$ cat src/rtl/irtx_pkg.sv
package irtx_pkg;

    localparam int DESC_W = 16;
    localparam int DUR_W  = 15;

    typedef enum logic [1:0] {
        SRC_QUEUE = 2'd0,
        SRC_BIT   = 2'd1,
        SRC_UART  = 2'd2,
        SRC_OFF   = 2'd3
    } src_e;

    typedef enum logic {
        ST_IDLE = 1'b0,
        ST_PLAY = 1'b1
    } seq_st_e;

    typedef struct packed {
        logic             on;
        logic [DUR_W-1:0] dur;
    } desc_t;

endpackage

$ cat src/rtl/irtx_fifo.sv
module irtx_fifo #(
    parameter  int DEPTH = 16,
    parameter  int W     = 16,
    localparam int AW    = $clog2(DEPTH),
    localparam int CW    = AW + 1
) (
    input  logic          clk,
    input  logic          rst_n,
    input  logic          push,
    input  logic [W-1:0]  din,
    input  logic          pop,
    input  logic          flush,
    output logic [W-1:0]  dout,
    output logic          full,
    output logic          empty,
    output logic [CW-1:0] count
);

    logic [W-1:0]  mem [DEPTH];
    logic [AW-1:0] wr_ptr, rd_ptr;
    logic          do_push, do_pop;

    assign full    = (count == CW'(DEPTH));
    assign empty   = (count == '0);
    assign do_push = push && !full && !flush;
    assign do_pop  = pop && !empty && !flush;
    assign dout    = mem[rd_ptr];

    function automatic logic [AW-1:0] bump(input logic [AW-1:0] p);
        return (p == AW'(DEPTH - 1)) ? '0 : p + 1'b1;
    endfunction

    always_ff @(posedge clk) begin
        if (do_push) mem[wr_ptr] <= din;
    end

    always_ff @(posedge clk or negedge rst_n) begin
        if (!rst_n) begin
            wr_ptr <= '0;
            rd_ptr <= '0;
            count  <= '0;
        end else if (flush) begin
            wr_ptr <= '0;
            rd_ptr <= '0;
            count  <= '0;
        end else begin
            if (do_push) wr_ptr <= bump(wr_ptr);
            if (do_pop)  rd_ptr <= bump(rd_ptr);
            unique case ({do_push, do_pop})
                2'b10:   count <= count + 1'b1;
                2'b01:   count <= count - 1'b1;
                default: count <= count;
            endcase
        end
    end

    // the entry count never passes the depth
    a_r5_count_bound: assert property (@(posedge clk) disable iff (!rst_n)
        count <= CW'(DEPTH));

    // a full queue stays full until something leaves it
    a_r5_full_hold: assert property (@(posedge clk) disable iff (!rst_n)
        (full && !pop && !flush) |=> full);

    // flush leaves the queue empty
    a_r11_flush_empty: assert property (@(posedge clk) disable iff (!rst_n)
        flush |=> empty);

endmodule

$ cat src/rtl/irtx_carrier.sv
module irtx_carrier #(
    parameter int CW = 8
) (
    input  logic          clk,
    input  logic          rst_n,
    input  logic          restart,
    input  logic [CW-1:0] period,
    input  logic [CW-1:0] high,
    output logic          car_on
);

    logic [CW-1:0] cnt;
    logic [CW:0]   cnt_inc;

    assign cnt_inc = {1'b0, cnt} + 1'b1;
    assign car_on  = (cnt < high);

    always_ff @(posedge clk or negedge rst_n) begin
        if (!rst_n)                         cnt <= '0;
        else if (restart)                   cnt <= '0;
        else if (cnt_inc >= {1'b0, period}) cnt <= '0;
        else                                cnt <= cnt_inc[CW-1:0];
    end

    // a restart puts the carrier in its high phase on the next cycle
    a_r8_restart_phase: assert property (@(posedge clk) disable iff (!rst_n)
        (restart && high != '0 && $stable(high)) |=> car_on);

endmodule

$ cat src/rtl/irtx_seq.sv
module irtx_seq
    import irtx_pkg::*;
(
    input  logic  clk,
    input  logic  rst_n,
    input  logic  us_tick,
    input  logic  run,
    input  logic  flush,
    input  desc_t head,
    input  logic  fifo_empty,
    output logic  pop,
    output logic  restart,
    output logic  env,
    output logic  underrun
);

    seq_st_e          state, state_n;
    logic [DUR_W-1:0] rem, rem_n;
    logic             lvl, lvl_n;
    logic             starve;

    // state register
    always_ff @(posedge clk or negedge rst_n) begin
        if (!rst_n) begin
            state    <= ST_IDLE;
            rem      <= '0;
            lvl      <= 1'b0;
            underrun <= 1'b0;
        end else begin
            state <= state_n;
            rem   <= rem_n;
            lvl   <= lvl_n;
            if (flush)       underrun <= 1'b0;
            else if (starve) underrun <= 1'b1;
        end
    end

    // next state and strobes
    always_comb begin
        state_n = state;
        rem_n   = rem;
        lvl_n   = lvl;
        pop     = 1'b0;
        restart = 1'b0;
        starve  = 1'b0;
        unique case (state)
            ST_IDLE: begin
                if (run && !fifo_empty) begin
                    pop     = 1'b1;
                    restart = head.on;
                    lvl_n   = head.on;
                    rem_n   = head.dur;
                    state_n = ST_PLAY;
                end
            end
            ST_PLAY: begin
                if (!run) begin
                    state_n = ST_IDLE;
                    lvl_n   = 1'b0;
                end else if (us_tick) begin
                    if (rem != DUR_W'(1)) begin
                        rem_n = rem - 1'b1;
                    end else if (!fifo_empty) begin
                        pop     = 1'b1;
                        restart = head.on;
                        lvl_n   = head.on;
                        rem_n   = head.dur;
                    end else begin
                        starve  = 1'b1;
                        lvl_n   = 1'b0;
                        state_n = ST_IDLE;
                    end
                end
            end
        endcase
    end

    assign env = (state == ST_PLAY) && lvl;

    // a playing descriptor always has time left
    a_r2_rem_live: assert property (@(posedge clk) disable iff (!rst_n)
        (state == ST_PLAY) |-> (rem != '0));

    // a terminal tick with a queued entry keeps playing
    a_r3_chain: assert property (@(posedge clk) disable iff (!rst_n)
        (state == ST_PLAY && run && us_tick && rem == DUR_W'(1) && !fifo_empty)
        |=> (state == ST_PLAY));

    // expiry against an empty queue sets underrun and idles
    a_r7_starve: assert property (@(posedge clk) disable iff (!rst_n)
        (state == ST_PLAY && run && us_tick && rem == DUR_W'(1) && fifo_empty && !flush)
        |=> (underrun && state == ST_IDLE));

    // losing play or source drops the current entry
    a_r10_abort: assert property (@(posedge clk) disable iff (!rst_n)
        (state == ST_PLAY && !run) |=> (state == ST_IDLE));

endmodule

$ cat src/rtl/irtx_player.sv
module irtx_player
    import irtx_pkg::*;
#(
    parameter  int DEPTH = 16,
    parameter  int CAR_W = 8,
    localparam int LVL_W = $clog2(DEPTH) + 1
) (
    input  logic              clk,
    input  logic              rst_n,
    input  logic              us_tick,
    input  logic              cfg_play,
    input  logic [1:0]        cfg_src,
    input  logic              cfg_mod,
    input  logic              cfg_bit,
    input  logic [CAR_W-1:0]  car_period,
    input  logic [CAR_W-1:0]  car_high,
    input  logic [LVL_W-1:0]  thresh,
    input  logic              wr_en,
    input  logic [DESC_W-1:0] wr_data,
    input  logic              flush,
    input  logic              uart_txd,
    output logic              ir_out,
    output logic              fifo_full,
    output logic              fifo_empty,
    output logic              fifo_low,
    output logic              err_zero,
    output logic              underrun
);

    src_e              src;
    logic              run;
    logic              push, zero_wr;
    logic [DESC_W-1:0] head_raw;
    logic [LVL_W-1:0]  level;
    logic              pop, restart, q_env, car_on;
    logic              env;

    assign src     = src_e'(cfg_src);
    assign run     = cfg_play && (src == SRC_QUEUE);
    assign zero_wr = wr_en && (wr_data[DUR_W-1:0] == '0);
    assign push    = wr_en && !zero_wr;

    always_ff @(posedge clk or negedge rst_n) begin
        if (!rst_n) err_zero <= 1'b0;
        else        err_zero <= zero_wr;
    end

    irtx_fifo #(.DEPTH(DEPTH), .W(DESC_W)) u_fifo (
        .clk   (clk),
        .rst_n (rst_n),
        .push  (push),
        .din   (wr_data),
        .pop   (pop),
        .flush (flush),
        .dout  (head_raw),
        .full  (fifo_full),
        .empty (fifo_empty),
        .count (level)
    );

    assign fifo_low = (level <= thresh);

    irtx_seq u_seq (
        .clk        (clk),
        .rst_n      (rst_n),
        .us_tick    (us_tick),
        .run        (run),
        .flush      (flush),
        .head       (desc_t'(head_raw)),
        .fifo_empty (fifo_empty),
        .pop        (pop),
        .restart    (restart),
        .env        (q_env),
        .underrun   (underrun)
    );

    irtx_carrier #(.CW(CAR_W)) u_car (
        .clk     (clk),
        .rst_n   (rst_n),
        .restart (restart),
        .period  (car_period),
        .high    (car_high),
        .car_on  (car_on)
    );

    always_comb begin
        unique case (src)
            SRC_QUEUE: env = q_env;
            SRC_BIT:   env = cfg_bit;
            SRC_UART:  env = !uart_txd;
            SRC_OFF:   env = 1'b0;
        endcase
    end

    assign ir_out = cfg_play && env && (cfg_mod ? car_on : 1'b1);

    // disabled playback keeps the pin low
    a_r1_play_gate: assert property (@(posedge clk) disable iff (!rst_n)
        !cfg_play |-> !ir_out);

    // a zero-duration write flags an error next cycle
    a_r4_zero_flag: assert property (@(posedge clk) disable iff (!rst_n)
        (wr_en && wr_data[DUR_W-1:0] == '0) |=> err_zero);

    // a rejected write does not fill an empty queue
    a_r4_no_queue: assert property (@(posedge clk) disable iff (!rst_n)
        (fifo_empty && wr_en && wr_data[DUR_W-1:0] == '0 && !flush) |=> fifo_empty);

endmodule

$ cat config.mk
export PLATFORM = sky130hd
export DESIGN_NAME = irtx_player
export DESIGN_NICKNAME = d
export VERILOG_FILES = /design/src/rtl/irtx_pkg.sv /design/src/rtl/irtx_fifo.sv /design/src/rtl/irtx_carrier.sv /design/src/rtl/irtx_seq.sv /design/src/rtl/irtx_player.sv
export SDC_FILE = /design/constraint.sdc
export NUM_CORES = 1
export LEC_CHECK = 0
export CORE_MARGIN = 2
export CORE_UTILIZATION = 50
export CTS_BUF_LIST = sky130_fd_sc_hd__clkbuf_4 sky130_fd_sc_hd__clkbuf_8 sky130_fd_sc_hd__clkbuf_16
export DETAILED_ROUTE_END_ITERATION = 6
export PLACE_DENSITY = 0.65
export SLEW_MARGIN = 20
export SYNTH_ARGS = -nofsm -noshare
export SYNTH_HDL_FRONTEND = slang
export SYNTH_SLANG_ARGS = --single-unit
$ cat constraint.sdc
create_clock -name clk -period 6.2 [get_ports clk]
set_clock_uncertainty 0.1 [all_clocks]
set_input_delay 1.24 -clock clk [delete_from_list [all_inputs] [get_ports clk]]
set_output_delay 1.24 -clock clk [all_outputs]
set_load 0.005 [all_outputs]
==> run metrics <==
Synth Area per Inst 16.6 µm²; post-route insts no fill 1193; Final Wtd Congestion slightly above 0.8; Post-CTS Repair Setup Buffers 0; area of the multi-input gates 3790 µm²; share of the synthesized area in the top cell type about three fifths; quantity of gates resized following cts 0; Worst setup EP type primary output; Hold Path Sink u_seq.rem[14]; most frequent cells after synthesis edfxtp_1 (256), mux4_2 (61), nor2_1 (46), dfrtp_1 (40), nand2_1 (33); fin util 58.8%; crit path kind input pin to primary output; wire per inst 23.8 µm; largest net degree at the start of global routing 53; total grt overflow 0; reg-to-reg critical path startpoint u_seq.rem[2]; clk root buf clkbuf_16; setup repair after global routing missed its margin false; final max-slew violation count 0; Final ANT Viol Nets 0; Tot Pwr 4.55 mW; Netlist Area Pre-Place 12700 µm²; status completed; Filler Cell Count 1862; Max-slew headroom between 20% and 30%; DR vias/cell 6.05; max cap viols 0; Starting Density roughly half; top-count cell post-synth edfxtp_1; leakage power 5.01 nW; IO Port Bufs 53; reg-to-reg setup timing slack 2.75 ns; nets between 900 and 1k; DRC viols 0; CORE AREA 25000 µm²; CTS H-Tree Depth 1; Die Wd between 150 and 200 µm; Startpoint Class input pin; Synth Area in Simple Gates 6.54%; Crit Path Max Fanout 1; hold_buf cts 0; placed cell area 13700 µm²; Mapped Cells 762; Synth area leaders edfxtp_1 (61%), mux4_2 (11%), dfrtp_1 (7.9%), ha_1 (3.1%), nor2_1 (1.4%); vias in the first global route 7431; diode count 0; initial antenna violation count 0; Hold Fails Final Rpt 0; via count between 7k and 8k; worst hold path type flop to flop; cell row count 58; Slew @ Worst Pin 1.06 ns; WL final 28.3 mm; synth unique cells 60; proportion of synthesized area in mux cells 12.7%; Max Fclk about 210 MHz; global-route wire length before repair 43.5 mm; Adder-Cell Fraction of Synth Area roughly 3.2%; CTS tree yes; XOR/XNOR share of the synthesized area less than 1%; # IOs 54; Layout area overhead 16.1%; layout cell share with drive strength beyond 1 roughly a fifth; CTS Buf Count 31; asr flop ratio synth ~14%; minimum clock period after layout 4.65 ns; fin crit share 75.0%; die area 26600 µm²; Synth area leader edfxtp_1; Post-synth EDFFs ~260; hpwl dp between 15 and 20 mm; setup_tns 0 ns; power per standard cell area 310 nW/µm²; reg2reg end u_fifo.count[4]; Reg area 8690 µm²; Max clock buf depth 3; Synth Flop Type edfxtp_1; DRT iter0 DRCs 638; Yosys reg bits 296; Clock Pin Slew Worst Setup and Hold Paths 0.05 ns; Req. time, crit path a little under 5 ns; syn nets 842; reg2reg path depth 11; Worst Path Arrival roughly 3.3 ns; VDD IR-drop max around 0.21 mV; Synth Warn # 0; hold depth 2; Die Ht 163 µm; Inst Count DP approximately 1.1k; drt first pass iters 5; largest family of logic cells by synthesized area multiplexers; pre-CTS setup slack about 1.4 ns; hold slack 0.399 ns; Compound-Gate Fraction of Synth Area roughly 6.2%; sequential cell area fraction in the yosys report between 60% and 70%; # setup viols final 0; PnR worst setup slack 1.55 ns; clock sink count 296; Total GRT Usage 21.9%; worst hold start u_seq.rem[14]; latest clock arrival within the worst-skew pair 0.55 ns; final instance area 14700 µm²
sequential cells by signal (all words and copies together) (netlist names):
name / flops
u_fifo.count: 5
err_zero: 1
u_seq.underrun: 1
u_seq.lvl: 1
u_seq.state: 1
u_fifo.rd_ptr: 4
u_fifo.wr_ptr: 4
u_car.cnt: 8
u_fifo.mem: 256
u_seq.rem: 15
final cells by class:
type                       instances  share of cell area (%)
clock buffer                      39                    5.68
timing repair buffer              78                    4.87
sequential                       296                    59.1
inverter                          31                   0.791
clock inverter                    15                    1.00
tap                              330                    2.81
multi-input combinational        404                    25.7
kinds of logic after synthesis:
group | after synthesis
flip-flops | 296
AND/OR/NAND/NOR | 163
AO/OA/AOI/OAI | 115
multiplexers | 83
buffers and inverters | 62
adder cells (fa/ha/maj) | 32
XOR/XNOR | 11
worst max path at each step:
stage	start	to	slack (ns)	cells past startpoint
CTS	car_high[3]	ir_out	1.52	9
floorplan	wr_data[10]	u_fifo.mem[0][0]	2.54	6
detailed placement	wr_data[10]	u_fifo.mem[2][11]	1.41	8
finish	car_high[1]	ir_out	1.55	9
global placement	wr_data[0]	u_fifo.count[4]	1.57	13
global route	car_high[3]	ir_out	1.40	9
placed cells by master, fill, tap and decap left out, types with 3 or more instances in the layout:
cell type        synthesis  layout
o41ai_1                  3       3
or3_1                    7       7
nor2_1                  46      34
nor3b_1                  4       4
clkbuf_4                 0       8
bufinv_16                0       3
clkbuf_16                0      31
mux2_2                  10      10
and2_1                   9       9
nor3_1                  12       8
buf_4                    3      24
nand2b_1                 8       8
nand4_1                  3       3
mux4_2                  61      61
xnor2_1                  6       6
nand2_1                 33      33
a221o_1                  6       6
o22ai_1                 12      12
clkdlybuf4s50_1          0      52
a21o_1                   7       7
or4_1                    4       4
nor4_1                  10      10
nor3_2                   1       5
a22oi_1                  9       9
nand3_1                 10      10
o21ai_0                 20      20
clkinv_2                 0       7
dfrtp_1                 40      38
nor2b_1                 10      10
a211oi_1                 4       4
mux2i_1                 12      12
nor2_2                   0      12
xor2_1                   5       5
edfxtp_1               256     256
inv_1                   31      31
a21oi_1                 28      28
clkinv_1                 0       4
ha_1                    31      31
worst max-delay path, stage by stage:
cell,delay (ns)
clkdlybuf4s50_1,0.46
inv_1,0.04
ha_1,0.29
a21oi_1,0.13
o21ai_0,0.11
a211oi_1,0.26
nor2_1,0.08
o221ai_1,0.16
clkdlybuf4s50_1,0.52
layer usage:
layer	vias to the layer above	GRT usage, %	wire length (µm)
li1	3178	-	-
met4	0	6.19	665
met2	254	36.7	13900
met5	-	0	0
met3	44	3.53	1850
met1	3736	30.0	11900
where the power goes:
| group | internal [mW] | total [mW] | switching, mW |
|---|---|---|---|
| combinational | 0.215 | 0.447 | 0.232 |
| sequential | 2.24 | 2.34 | 0.0960 |
| clock | 1.07 | 1.77 | 0.701 |
(Power assumes the default switching activity.)
